--- src/rtl/esg_pkg.sv ---
package esg_pkg;

  typedef enum logic [2:0] {
    OP_IDLE,
    OP_PROG,
    OP_WINDOW,
    OP_ERASE,
    OP_CHIP,
    OP_SUSP
  } opState_t;

  typedef enum logic [2:0] {
    LD_WINDOW,
    LD_SECTORS,
    LD_CHIP,
    LD_PROG,
    LD_SAVED
  } loadSel_t;

  // strobes from control to datapath
  typedef struct packed {
    logic     load;
    loadSel_t loadSel;
    logic     stop;
    logic     cntInc;
    logic     cntClr;
    logic     saveFull;
    logic     saveRem;
    logic     savedClr;
    logic     dq7Clr;
    logic     dq7Prog;
    logic     dq7Tog;
    logic     dq3Set;
    logic     dq3Clr;
    logic     tog6;
    logic     tog2;
  } dpCtl_t;

endpackage

--- src/rtl/esg_datapath.sv ---
module esg_datapath
  import esg_pkg::*;
#(
  parameter int TICK_DIV     = 200,
  parameter int WINDOW_TICKS = 50,
  parameter int BLK_EXP      = 19,
  parameter int CHIP_EXP     = 22,
  parameter int PROG_TICKS   = 8,
  parameter int MAX_SECTORS  = 64,
  parameter int TIME_W       = 32
) (
  input  logic       clk,
  input  logic       rst_n,
  input  dpCtl_t     ctl,
  input  logic       progMsb,
  output logic       expire,
  output logic [7:0] statusByte
);

  localparam int CNT_W = $clog2(MAX_SECTORS + 1);
  localparam int DIV_W = (TICK_DIV > 1) ? $clog2(TICK_DIV) : 1;
  localparam logic [CNT_W-1:0] CNT_MAX = CNT_W'(MAX_SECTORS);

  logic [CNT_W-1:0]  sectorCnt;
  logic [TIME_W-1:0] remTicks;
  logic [TIME_W-1:0] savedTicks;
  logic [TIME_W-1:0] loadVal;
  logic [TIME_W-1:0] sectorTime;
  logic [DIV_W-1:0]  preCnt;
  logic              running;
  logic              tickNow;
  logic              dq7, dq6, dq3, dq2;

  assign sectorTime = TIME_W'(sectorCnt) << BLK_EXP;
  assign tickNow    = running && (preCnt == DIV_W'(TICK_DIV - 1));
  assign expire     = tickNow && (remTicks == TIME_W'(1));

  always_comb begin
    case (ctl.loadSel)
      LD_WINDOW:  loadVal = TIME_W'(WINDOW_TICKS);
      LD_SECTORS: loadVal = sectorTime;
      LD_CHIP:    loadVal = TIME_W'(1) << CHIP_EXP;
      LD_PROG:    loadVal = TIME_W'(PROG_TICKS);
      LD_SAVED:   loadVal = savedTicks;
      default:    loadVal = TIME_W'(1);
    endcase
  end

  // tick timer
  always_ff @(posedge clk or negedge rst_n) begin
    if (!rst_n) begin
      running  <= 1'b0;
      remTicks <= '0;
      preCnt   <= '0;
    end else if (ctl.load) begin
      running  <= 1'b1;
      remTicks <= loadVal;
      preCnt   <= '0;
    end else if (ctl.stop || expire) begin
      running  <= 1'b0;
    end else if (tickNow) begin
      preCnt   <= '0;
      remTicks <= remTicks - 1'b1;
    end else if (running) begin
      preCnt   <= preCnt + 1'b1;
    end
  end

  // pending sector count, saturating
  always_ff @(posedge clk or negedge rst_n) begin
    if (!rst_n) begin
      sectorCnt <= '0;
    end else if (ctl.cntClr) begin
      sectorCnt <= '0;
    end else if (ctl.cntInc && (sectorCnt != CNT_MAX)) begin
      sectorCnt <= sectorCnt + 1'b1;
    end
  end

  // time saved across a suspend
  always_ff @(posedge clk or negedge rst_n) begin
    if (!rst_n) begin
      savedTicks <= '0;
    end else if (ctl.saveFull) begin
      savedTicks <= sectorTime;
    end else if (ctl.saveRem) begin
      savedTicks <= remTicks;
    end else if (ctl.savedClr) begin
      savedTicks <= '0;
    end
  end

  // status bits
  always_ff @(posedge clk or negedge rst_n) begin
    if (!rst_n) begin
      dq7 <= 1'b0;
      dq6 <= 1'b0;
      dq3 <= 1'b0;
      dq2 <= 1'b0;
    end else begin
      if (ctl.dq7Clr)       dq7 <= 1'b0;
      else if (ctl.dq7Prog) dq7 <= ~progMsb;
      else if (ctl.dq7Tog)  dq7 <= ~dq7;
      if (ctl.tog6)         dq6 <= ~dq6;
      if (ctl.dq3Set)       dq3 <= 1'b1;
      else if (ctl.dq3Clr)  dq3 <= 1'b0;
      if (ctl.tog2)         dq2 <= ~dq2;
    end
  end

  assign statusByte = {dq7, dq6, 2'b00, dq3, dq2, 2'b00};

  a_r4_cnt_bound: assert property (@(posedge clk) disable iff (!rst_n)
    sectorCnt <= CNT_MAX)
    else $error("pending sector count above its limit");

  a_r9_saved_nonzero: assert property (@(posedge clk) disable iff (!rst_n)
    (ctl.saveRem || ctl.saveFull) |=> (savedTicks != '0))
    else $error("suspend saved zero remaining time");

endmodule

--- src/rtl/esg_ctrl.sv ---
module esg_ctrl
  import esg_pkg::*;
(
  input  logic   clk,
  input  logic   rst_n,
  input  logic   programReq,
  input  logic   sectorEraseReq,
  input  logic   chipEraseReq,
  input  logic   suspendReq,
  input  logic   resumeReq,
  input  logic   otherWriteReq,
  input  logic   statusRd,
  input  logic   hitErasing,
  input  logic   expire,
  output dpCtl_t ctl,
  output logic   busy,
  output logic   suspended,
  output logic   donePulse,
  output logic   abortPulse,
  output logic   rejectPulse
);

  opState_t state, stateNxt;
  logic     doneNxt, abortNxt, rejectNxt;

  always_comb begin
    ctl       = '0;
    stateNxt  = state;
    doneNxt   = 1'b0;
    abortNxt  = 1'b0;
    rejectNxt = 1'b0;

    case (state)
      OP_IDLE: begin
        if (programReq) begin
          stateNxt    = OP_PROG;
          ctl.load    = 1'b1;
          ctl.loadSel = LD_PROG;
          ctl.dq7Prog = 1'b1;
        end else if (sectorEraseReq) begin
          stateNxt    = OP_WINDOW;
          ctl.load    = 1'b1;
          ctl.loadSel = LD_WINDOW;
          ctl.cntInc  = 1'b1;
          ctl.dq7Clr  = 1'b1;
        end else if (chipEraseReq) begin
          stateNxt    = OP_CHIP;
          ctl.load    = 1'b1;
          ctl.loadSel = LD_CHIP;
          ctl.dq7Clr  = 1'b1;
        end
      end

      OP_WINDOW: begin
        if (sectorEraseReq) begin
          ctl.load    = 1'b1;
          ctl.loadSel = LD_WINDOW;
          ctl.cntInc  = 1'b1;
          ctl.dq7Clr  = 1'b1;
        end else if (suspendReq) begin
          stateNxt     = OP_SUSP;
          ctl.stop     = 1'b1;
          ctl.saveFull = 1'b1;
          ctl.dq3Clr   = 1'b1;
        end else if (programReq || chipEraseReq || resumeReq || otherWriteReq) begin
          stateNxt   = OP_IDLE;
          ctl.stop   = 1'b1;
          ctl.cntClr = 1'b1;
          abortNxt   = 1'b1;
        end else if (expire) begin
          stateNxt    = OP_ERASE;
          ctl.load    = 1'b1;
          ctl.loadSel = LD_SECTORS;
          ctl.dq3Set  = 1'b1;
        end
      end

      OP_ERASE: begin
        if (suspendReq) begin
          stateNxt    = OP_SUSP;
          ctl.stop    = 1'b1;
          ctl.saveRem = 1'b1;
          ctl.dq3Clr  = 1'b1;
        end else if (expire) begin
          stateNxt   = OP_IDLE;
          ctl.cntClr = 1'b1;
          ctl.dq7Tog = 1'b1;
          ctl.dq3Clr = 1'b1;
          doneNxt    = 1'b1;
        end
      end

      OP_PROG, OP_CHIP: begin
        if (expire) begin
          stateNxt   = OP_IDLE;
          ctl.cntClr = 1'b1;
          ctl.dq7Tog = 1'b1;
          ctl.dq3Clr = 1'b1;
          doneNxt    = 1'b1;
        end
      end

      OP_SUSP: begin
        if (resumeReq) begin
          stateNxt     = OP_ERASE;
          ctl.load     = 1'b1;
          ctl.loadSel  = LD_SAVED;
          ctl.savedClr = 1'b1;
          ctl.dq7Clr   = 1'b1;
          ctl.dq3Set   = 1'b1;
        end else if (programReq) begin
          if (hitErasing) rejectNxt   = 1'b1;
          else            ctl.dq7Prog = 1'b1;
        end else if (sectorEraseReq || chipEraseReq) begin
          rejectNxt = 1'b1;
        end
      end

      default: stateNxt = OP_IDLE;
    endcase

    if (statusRd) begin
      case (state)
        OP_PROG:                      ctl.tog6 = 1'b1;
        OP_WINDOW, OP_ERASE, OP_CHIP: begin
          ctl.tog6 = 1'b1;
          ctl.tog2 = 1'b1;
        end
        OP_SUSP:                      ctl.tog2 = hitErasing;
        default:                      ;
      endcase
    end
  end

  always_ff @(posedge clk or negedge rst_n) begin
    if (!rst_n) begin
      state       <= OP_IDLE;
      donePulse   <= 1'b0;
      abortPulse  <= 1'b0;
      rejectPulse <= 1'b0;
    end else begin
      state       <= stateNxt;
      donePulse   <= doneNxt;
      abortPulse  <= abortNxt;
      rejectPulse <= rejectNxt;
    end
  end

  assign busy      = (state == OP_PROG) || (state == OP_WINDOW) ||
                     (state == OP_ERASE) || (state == OP_CHIP);
  assign suspended = (state == OP_SUSP);

  a_r13_done_after_busy: assert property (@(posedge clk) disable iff (!rst_n)
    donePulse |-> (!busy && $past(busy)))
    else $error("completion pulse without a preceding busy period");

  a_r7_abort_from_window: assert property (@(posedge clk) disable iff (!rst_n)
    abortPulse |-> (!busy && !suspended))
    else $error("abort did not return to idle");

endmodule

--- src/rtl/erase_status_engine.sv ---
module erase_status_engine
  import esg_pkg::*;
#(
  parameter int TICK_DIV     = 200,
  parameter int WINDOW_TICKS = 50,
  parameter int BLK_EXP      = 19,
  parameter int CHIP_EXP     = 22,
  parameter int PROG_TICKS   = 8,
  parameter int MAX_SECTORS  = 64,
  parameter int TIME_W       = 32
) (
  input  logic       clk,
  input  logic       rst_n,
  input  logic       programReq,
  input  logic       progMsb,
  input  logic       sectorEraseReq,
  input  logic       chipEraseReq,
  input  logic       suspendReq,
  input  logic       resumeReq,
  input  logic       otherWriteReq,
  input  logic       statusRd,
  input  logic       hitErasing,
  output logic       busy,
  output logic       suspended,
  output logic [7:0] statusByte,
  output logic       donePulse,
  output logic       abortPulse,
  output logic       rejectPulse
);

  dpCtl_t ctl;
  logic   expire;

  esg_ctrl u_ctrl (
    .clk            (clk),
    .rst_n          (rst_n),
    .programReq     (programReq),
    .sectorEraseReq (sectorEraseReq),
    .chipEraseReq   (chipEraseReq),
    .suspendReq     (suspendReq),
    .resumeReq      (resumeReq),
    .otherWriteReq  (otherWriteReq),
    .statusRd       (statusRd),
    .hitErasing     (hitErasing),
    .expire         (expire),
    .ctl            (ctl),
    .busy           (busy),
    .suspended      (suspended),
    .donePulse      (donePulse),
    .abortPulse     (abortPulse),
    .rejectPulse    (rejectPulse)
  );

  esg_datapath #(
    .TICK_DIV     (TICK_DIV),
    .WINDOW_TICKS (WINDOW_TICKS),
    .BLK_EXP      (BLK_EXP),
    .CHIP_EXP     (CHIP_EXP),
    .PROG_TICKS   (PROG_TICKS),
    .MAX_SECTORS  (MAX_SECTORS),
    .TIME_W       (TIME_W)
  ) u_dp (
    .clk        (clk),
    .rst_n      (rst_n),
    .ctl        (ctl),
    .progMsb    (progMsb),
    .expire     (expire),
    .statusByte (statusByte)
  );

  a_r2_program_start: assert property (@(posedge clk) disable iff (!rst_n)
    (programReq && !busy && !suspended) |=> (busy && (statusByte[7] == !$past(progMsb))))
    else $error("program start did not set busy and inverted msb");

  a_r9_suspend_entry: assert property (@(posedge clk) disable iff (!rst_n)
    $rose(suspended) |-> (!busy && !statusByte[3]))
    else $error("suspend left busy or DQ3 set");

  a_r12_resume: assert property (@(posedge clk) disable iff (!rst_n)
    (suspended && resumeReq) |=> (busy && statusByte[3] && !statusByte[7]))
    else $error("resume did not restart the erase");

endmodule

--- config.mk ---
export PLATFORM = sky130hd
export DESIGN_NAME = erase_status_engine
export DESIGN_NICKNAME = d
export VERILOG_FILES = /design/src/rtl/esg_pkg.sv /design/src/rtl/esg_datapath.sv /design/src/rtl/esg_ctrl.sv /design/src/rtl/erase_status_engine.sv
export SDC_FILE = /design/constraint.sdc
export NUM_CORES = 1
export LEC_CHECK = 0
export CAP_MARGIN = 20
export CORE_UTILIZATION = 30
export CTS_CLUSTER_DIAMETER = 40
export DETAILED_ROUTE_END_ITERATION = 12
export GPL_TIMING_DRIVEN = 0
export PLACE_DENSITY = 0.56
export SETUP_SLACK_MARGIN = 0.3
export SLEW_MARGIN = 30
export SYNTH_ARGS = -nofsm -noshare
export SYNTH_HDL_FRONTEND = slang
export SYNTH_SLANG_ARGS = --single-unit
--- constraint.sdc ---
create_clock -name clk -period 3 [get_ports clk]
set_input_delay 0.45 -clock clk [delete_from_list [all_inputs] [get_ports clk]]
set_output_delay 0.45 -clock clk [all_outputs]
set_load 0.01 [all_outputs]
==> results of run 1 <==
-- layout make-up --
| type | instances | area (µm²) |
|---|---|---|
| fillers | 1678 | 10500 |
| multi-input cells | 391 | 2800 |
| flip-flops and latches | 90 | 2250 |
| well taps | 220 | 275 |
| repair buffers | 24 | 254 |
| clock buffers | 11 | 253 |
| plain buffers | 42 | 243 |
| inverters | 23 | 86.3 |
| clock inverters | 5 | 60.1 |
-- final timing paths --
path                                        from  slack, ps             endpoint
worst max register to register  u_dp.remTicks[3]        360    u_dp.remTicks[28]
min in group clk                        u_dp.dq6        470             u_dp.dq6
max in group asynchronous                  rst_n       2400     u_dp.remTicks[1]
worst max-delay path                  programReq        330    u_dp.remTicks[31]
worst min-delay path                       rst_n         10  u_dp.savedTicks[29]
worst min register to register          u_dp.dq6        470             u_dp.dq6
-- layer usage --
| metal | vias up | track usage (%) | wire length (µm) |
|---|---|---|---|
| li1 | 2160 | - | - |
| met1 | 2367 | 25.0 | 6850 |
| met2 | 177 | 27.7 | 7160 |
| met3 | 32 | 3.23 | 1090 |
| met4 | 0 | 8.96 | 381 |
| met5 | - | 0 | 0 |
-- kinds of logic after synthesis --
logic type      count (synthesis)  synth area share (%)
other cells                     1                0.0724
compound gates                178                  26.6
flops                          90                  43.5
fa+ha+maj                       5                  1.21
xor+xnor                       17                  2.88
buf+inv                        65                  5.73
simple gates                  185                  19.6
mux                             2                 0.387
-- synth_stat cells (6+ instances only) --
cell	count	area, µm²
dfrtp_1	90	2250
a21oi_1	15	75.1
a31oi_1	20	125
a22o_1	30	263
buf_4	8	60.1
nand2b_1	12	75.1
o22a_1	17	149
nor3_1	27	135
nand3_1	11	55.1
nor2_1	37	139
buf_2	6	30.0
nand2_1	28	105
and3_1	18	113
clkbuf_1	25	93.8
o31ai_1	6	45.0
a22oi_1	11	82.6
xnor2_1	14	123
a222oi_1	7	70.1
nand4_1	7	43.8
inv_1	23	86.3
a2bb2oi_1	19	166
or3_1	9	56.3
o21ai_0	20	100
nor4_1	9	56.3
-- what timing repair did --
action,CTS,global route
buffers inserted,4,0
resized for setup,26,33
endpoints found under the setup margin,52,79
pin swaps,3,2
-- metrics by stage --
step	hold slack, ps	cells	cell area (µm²)
CTS	30.1	806	6150
finish	11.5	806	6220
floorplan	154	546	5190
global placement	463	785	5650
detailed placement	407	786	5680
global route	55.6	806	6220
-- state kept, by name, indices dropped and copies added, names as in the netlist --
register / count
u_dp.remTicks: 32
u_dp.savedTicks: 32
u_dp.preCnt: 8
u_dp.sectorCnt: 7
u_ctrl.state: 3
u_ctrl.abortPulse: 1
u_ctrl.donePulse: 1
u_ctrl.rejectPulse: 1
u_dp.dq2: 1
u_dp.dq3: 1
u_dp.dq6: 1
u_dp.dq7: 1
u_dp.running: 1
-- power breakdown --
| part | switching (µW) | internal, µW |
|---|---|---|
| registers | 244 | 1450 |
| logic | 1240 | 822 |
| clock network | 499 | 694 |
-- worst max-delay path, cell delays in order --
cell and delay (ps):
clkdlybuf4s50_1 470, or4_4 480, o2111a_2 290, or2_4 250
or2_1 230, buf_6 140, buf_6 150, o41ai_4 300
a22oi_1 130
==> reports/results.ini, run 1 <==
[placement]
dpl.hpwl_um = 10900
routabilityCongestion = 0.854
pre_cts_slack_ps = -704
io_buffers = 19

[timing]
drv_slew = 0
worstMarginPinSlew_ps = 665
final.setup.tns_ps = 0
layout_min_cycle_time_ps = 2670
worst_clock_skew_ps = 10.5
timing.fmax_ghz = 0.375
setup_violations = 0
post-route-period-util_pct = 88.9
rsz0062_at_grt = yes
finalWorstSetupSlack_ps = 332
max_slew_margin_pct = 55.3
hold_viol_final = 0

[floorplanning]
die_height_um = 133
pin_count = 24
die_width_um = 133
dieArea_um2 = 17800
core_area_um2 = 16700
rows = 47
start_util_pct = 31.0

[pwr]
finalPower_uw = 4950
p_per_area_nw_per_um2 = 795
p_leak_uw = 0.00277
irDropWorstVdd_mv = 0.377

[synth]
ys_types = 67
synth_ff_type = dfrtp_1
async_flop_share_pct = 100
avgSynthCellArea_um2 = 9.53
syn_inst = 543
synth-edff-count = 0
seq_area_frac_synth_pct = 43.5
synth_seq_cells = 90
syn_area_um2 = 5180
ys_warn_count = 0

[hold_path]
hp-class = in -> async

[worst_setup_path]
arrival_ps = 2900
critical_path_class = in -> reg
cp_max_fo = 10
start_kind = primary input
endpoint_kind = flop
required_ps = 3230
worst-r2r-cell-count = 8

[clocking]
clk_path_buf_depth = 2
cts_root_buf = clkbuf_16
h-tree-depth = 3
cts.sinks = 90
hold_buffers = 0
cts.clk_slew.worst_paths_ps = 70
cts_inserted_buffers = 9
cts_tree = yes
clk_latency_ps = 360

[drt]
detail_route.wl_per_cell_um = 19.2
viasPerCell = 5.88
first_pass_iters = 8
vias = 4736
antenna_left = 0
drtIter0Drc = 448
drc = 0
totalWireLength_um = 15500

[global_route]
grt.overflow.total = 0
grt_pass1_vias = 4680
grt_max_degree = 48
grt_usage_pct = 18.2
grt_pass1_wl_um = 25200
antenna_found_initial = 0

[layout]
areaGrowthSynthToFinish_pct = 20.2
antennaDiodeCount = 0
drive_gt1_share_pct = 14.7
fin_util_pct = 37.3
final_nets = 597
final_common_cell = dfrtp_1
layout_common_cells = dfrtp_1 (90), nor2_1 (36), a22o_1 (30), nand2_1 (28), inv_1 (23)

[run_status]
outcome = completed

[flow_run]
max_cap_viol_count = 0

Power figures use the tool's default switching activity.
==> run 2, diff against run 1 <==
- CORE_MARGIN: default -> 5
- HOLD_SLACK_MARGIN: default -> 0.06
==> reports/results.ini, run 2 (synthesis gave the netlist of run 1 again) <==
[clocking]
cts.sinks = 90
cts_inserted_buffers = 9
h-tree-depth = 3
clk_path_buf_depth = 2
cts_root_buf = clkbuf_16
clk_latency_ps = 350
cts.clk_slew.worst_paths_ps = 70
cts_tree = yes

[run_status]
outcome = completed

[floorplanning]
die_height_um = 141
pin_count = 24
rows = 48
core_area_um2 = 17100
die_width_um = 141
start_util_pct = 30.2
dieArea_um2 = 20000

[global_route]
grt_usage_pct = 15.6
grt_pass1_wl_um = 24700
grt_max_degree = 48
grt_pass1_vias = 4637
antenna_found_initial = 0
grt.overflow.total = 0

[timing]
hold_slack_ps = 480
drv_slew = 0
setup_violations = 0
hold_viol_final = 0
max_slew_margin_pct = 48.8
timing.fmax_ghz = 0.379
worstMarginPinSlew_ps = 761
layout_min_cycle_time_ps = 2640
worst_clock_skew_ps = 9.11
rsz0062_at_grt = yes
final.setup.tns_ps = 0
post-route-period-util_pct = 87.9

[drt]
vias = 4675
detail_route.wl_per_cell_um = 18.9
antenna_left = 0
totalWireLength_um = 15400
first_pass_iters = 6
drtIter0Drc = 439
viasPerCell = 5.75
drc = 0

[layout]
fin_util_pct = 36.8
drive_gt1_share_pct = 15.0
final_nets = 599
areaGrowthSynthToFinish_pct = 21.6
nFillCells = 1705
antennaDiodeCount = 0
final_common_cell = dfrtp_1
layout_common_cells = dfrtp_1 (90), nor2_1 (36), a22o_1 (30), nand2_1 (28), inv_1 (23)
reg_top3 = u_dp.remTicks: 32 flops, u_dp.savedTicks: 32 flops, u_dp.preCnt: 8 flops

[placement]
routabilityCongestion = 0.928
dpl.hpwl_um = 10700
io_buffers = 19

[worst_setup_path]
critical_path_class = reg -> reg
start_kind = flop
r2r_start = u_dp.remTicks[1]
path_cells = inv_1, ha_1, nor3b_2, nand4_1, nor4_4, or2_1, buf_6, nand2_1, o221a_2
arrival_ps = 2880
worst-r2r-cell-count = 9
path_buf_inv = 2
max_stage_delay_ps = 440
crit_family = simple AND/OR/NAND/NOR gates
slowest_stage = dfrtp_1
crit_cells = 9
cp_max_fo = 8
endpoint = u_dp.remTicks[22]
endpoint_kind = flop
required_ps = 3240
r2r-end = u_dp.remTicks[22]
r2r_slack_ps = 360
crit_start = u_dp.remTicks[1]

[flow_run]
max_cap_viol_count = 0

[hold_path]
hp-class = reg -> reg

[pwr]
p_per_area_nw_per_um2 = 799
irDropWorstVdd_mv = 0.369
p_leak_uw = 0.00284

## run 2: cell types whose count changed in the layout (fill, tap and decap cells not counted), sizes merged
cell           delta
clkbuf            +3
dlymetal6s2s      +3
buf               -2
dlygate4sd2       -2
bufinv            +1
clkdlybuf4s50     -1
clkinv            -1
dlygate4sd3       +1
## run 2: area by class of cell
type,count,area [µm²],share of cell area [%]
Buffer,42,241,3.83
Timing Repair Buffer,26,282,4.47
Tap cell,225,282,4.47
Sequential cell,90,2250,35.8
Clock inverter,5,85.1,1.35
Clock buffer,11,253,4.01
Multi-Input combinational cell,391,2820,44.7
Inverter,23,86.3,1.37
## run 2: power by group
group	internal, µW	leakage [µW]	switching (µW)
clock network	780	0.000162	499
logic	819	0.00147	1230
registers	1450	0.00121	253
total	3050	0.00284	1990
## run 2: how the worst min path moves through the flow
stage	start	cells past startpoint	slack [ps]	to
floorplan	rst_n	0	150	u_ctrl.abortPulse
global placement	u_dp.dq2	1	460	u_dp.dq2
detailed placement	rst_n	1	400	u_dp.dq6
CTS	u_dp.dq6	1	480	u_dp.dq6
global route	u_dp.dq2	1	500	u_dp.dq2
finish	u_dp.dq6	1	480	u_dp.dq6
## run 2: per-layer routing
metal	track usage, %	vias up	wire length, µm
met5	0	-	0
met4	6.46	0	270
met3	3.57	25	1010
met2	23.9	151	7230
met1	21.3	2344	6890
li1	-	2155	-
## run 2: worst reg2reg max path, stage by stage (launching register included)
cell and delay [ps]:
dfrtp_1 440, inv_1 120, ha_1 150, nor3b_2 250, nand4_1 250, nor4_4 380, or2_1 170, buf_6 130
nand2_1 260, o221a_2 380
## run 2: metrics by stage
stage	instances	instance area [µm²]	total power, µW	worst slack [ps]
4_1_cts	813	6190	4980	269
6_report	813	6300	5030	362
3_3_place_gp	790	5660	3580	-1850
2_1_floorplan	546	5190	2980	520
3_5_place_dp	791	5690	3620	-624
5_1_grt	813	6300	5330	275
## run 2: what timing repair did
item / in CTS / in global routing
buffers inserted: 5 / 0
pin swaps: 2 / 1
endpoints found under the setup margin: 52 / 74
hold buffers: 1 / 0
resized for setup: 24 / 36
endpoints found under the hold margin: 43 / 0
==> run 3, diff against run 2 <==
- DONT_BUFFER_PORTS: default -> 1
- GPL_ROUTABILITY_DRIVEN: default -> 0
- PLACE_DENSITY: 0.56 -> 0.55
==> reports/results.ini, run 3 (synthesis gave the netlist of run 1 again) <==
[clocking]
cts_root_buf = clkbuf_16
clk_latency_ps = 360
cts.clk_slew.worst_paths_ps = 70
cts_inserted_buffers = 9
clk_path_buf_depth = 2
cts.sinks = 90
cts_tree = yes
h-tree-depth = 3

[timing]
max_slew_margin_pct = 54.3
finalWorstSetupSlack_ps = 414
layout_min_cycle_time_ps = 2590
worstMarginPinSlew_ps = 681
drv_slew = 0
post-route-period-util_pct = 86.2
worst_clock_skew_ps = 11.4
setup_violations = 0
hold_viol_final = 0
timing.fmax_ghz = 0.387
rsz0062_at_grt = no
final.setup.tns_ps = 0

[flow_run]
max_cap_viol_count = 0

[floorplanning]
core_area_um2 = 17100
pin_count = 24
dieArea_um2 = 20000
die_height_um = 141
rows = 48
start_util_pct = 30.2
die_width_um = 141

[layout]
final_common_cell = dfrtp_1
final_nets = 583
antennaDiodeCount = 0
areaGrowthSynthToFinish_pct = 16.8
drive_gt1_share_pct = 14.9
layout_common_cells = dfrtp_1 (90), nor2_1 (35), a22o_1 (30), nand2_1 (28), inv_1 (23)
reg_top3 = u_dp.remTicks: 32 flops, u_dp.savedTicks: 32 flops, u_dp.preCnt: 8 flops

[worst_setup_path]
critical_path_class = reg -> reg
endpoint_kind = flop
cp_max_fo = 8
required_ps = 3240
arrival_ps = 2820
start_kind = flop

[global_route]
grt_pass1_wl_um = 25200
grt_usage_pct = 15.9
grt_max_degree = 91
grt.overflow.total = 0
grt_pass1_vias = 4658
antenna_found_initial = 0

[placement]
dpl.hpwl_um = 10500
pre_cts_slack_ps = 88.8
io_buffers = 0

[drt]
totalWireLength_um = 15400
antenna_left = 0
met2_length_um = 7440
top_layer = met4
wl_met1_um = 6900
route.met3.wl_um = 745
detail_route.wl_per_cell_um = 19.3
drc = 0
viasPerCell = 5.77
drtIter0Drc = 432
vias = 4597
first_pass_iters = 5

[run_status]
outcome = completed

[pwr]
irDropWorstVdd_mv = 0.320
p_leak_uw = 0.00271
p_per_area_nw_per_um2 = 805

[hold_path]
hp-class = in -> reg

==> run 3: worst paths after layout <==
check	cells past startpoint	startpoint	to	slack, ps
max	7	u_dp.remTicks[12]	u_dp.remTicks[19]	410
min in group asynchronous	2	rst_n	u_dp.savedTicks[0]	650
max in group asynchronous	2	rst_n	u_dp.dq6	1950
max reg2reg	7	u_dp.remTicks[12]	u_dp.remTicks[19]	410
min reg2reg	1	u_dp.dq6	u_dp.dq6	470
min	1	suspendReq	u_ctrl.abortPulse	180
==> run 3: metal layers <==
layer  up-vias  track usage (%)
li1       2123                -
met2       139             25.5
met1      2311             21.2
met4         0             6.72
met5         -                0
met3        24             2.70
==> run 3: worst max-delay path, cell delays in order, from the launching register on <==
cell and delay [ps]:
dfrtp_1 500, or4_1 620, nor4_4 370, buf_4 240
nand2_1 80, or2_2 300, o31ai_1 250, a2bb2oi_1 110
==> run 3: power by group <==
group	internal [µW]	leakage (µW)	switching, µW	total, µW
registers	1450	0.00121	253	1700
logic	739	0.00134	1190	1930
clock network	733	0.000157	500	1230
==> run 3: stage by stage <==
stage / hold WS, ps / cells / util (%) / total power [µW] / instance area (µm²)
5_1_grt: 172 / 797 / 35.3 / 5180 / 6050
2_1_floorplan: 154 / 546 / - / 2980 / 5190
4_1_cts: 170 / 790 / 34.4 / 4790 / 5880
3_3_place_gp: 161 / 771 / 32.0 / 3450 / 5470
3_5_place_dp: 160 / 771 / 32.0 / 3490 / 5470
6_report: 180 / 797 / 35.3 / 4870 / 6050
==> run 3: final cells by class <==
class,instances,area (µm²)
flip-flops and latches,90,2250
repair buffers,10,97.6
clock buffers,10,229
inverters,23,86.3
clock inverters,6,87.6
well taps,225,282
multi-input cells,391,2780
plain buffers,42,229
fillers,1749,11100
==> run 3: what timing repair did <==
action                                  4_1_cts  5_1_grt
setup buffers                                 1        7
hold endpoints to repair                     90        0
gates resized for setup                      10       37
hold buffers                                  2        0
endpoints found under the setup margin       47       80
pin swaps                                     2        4
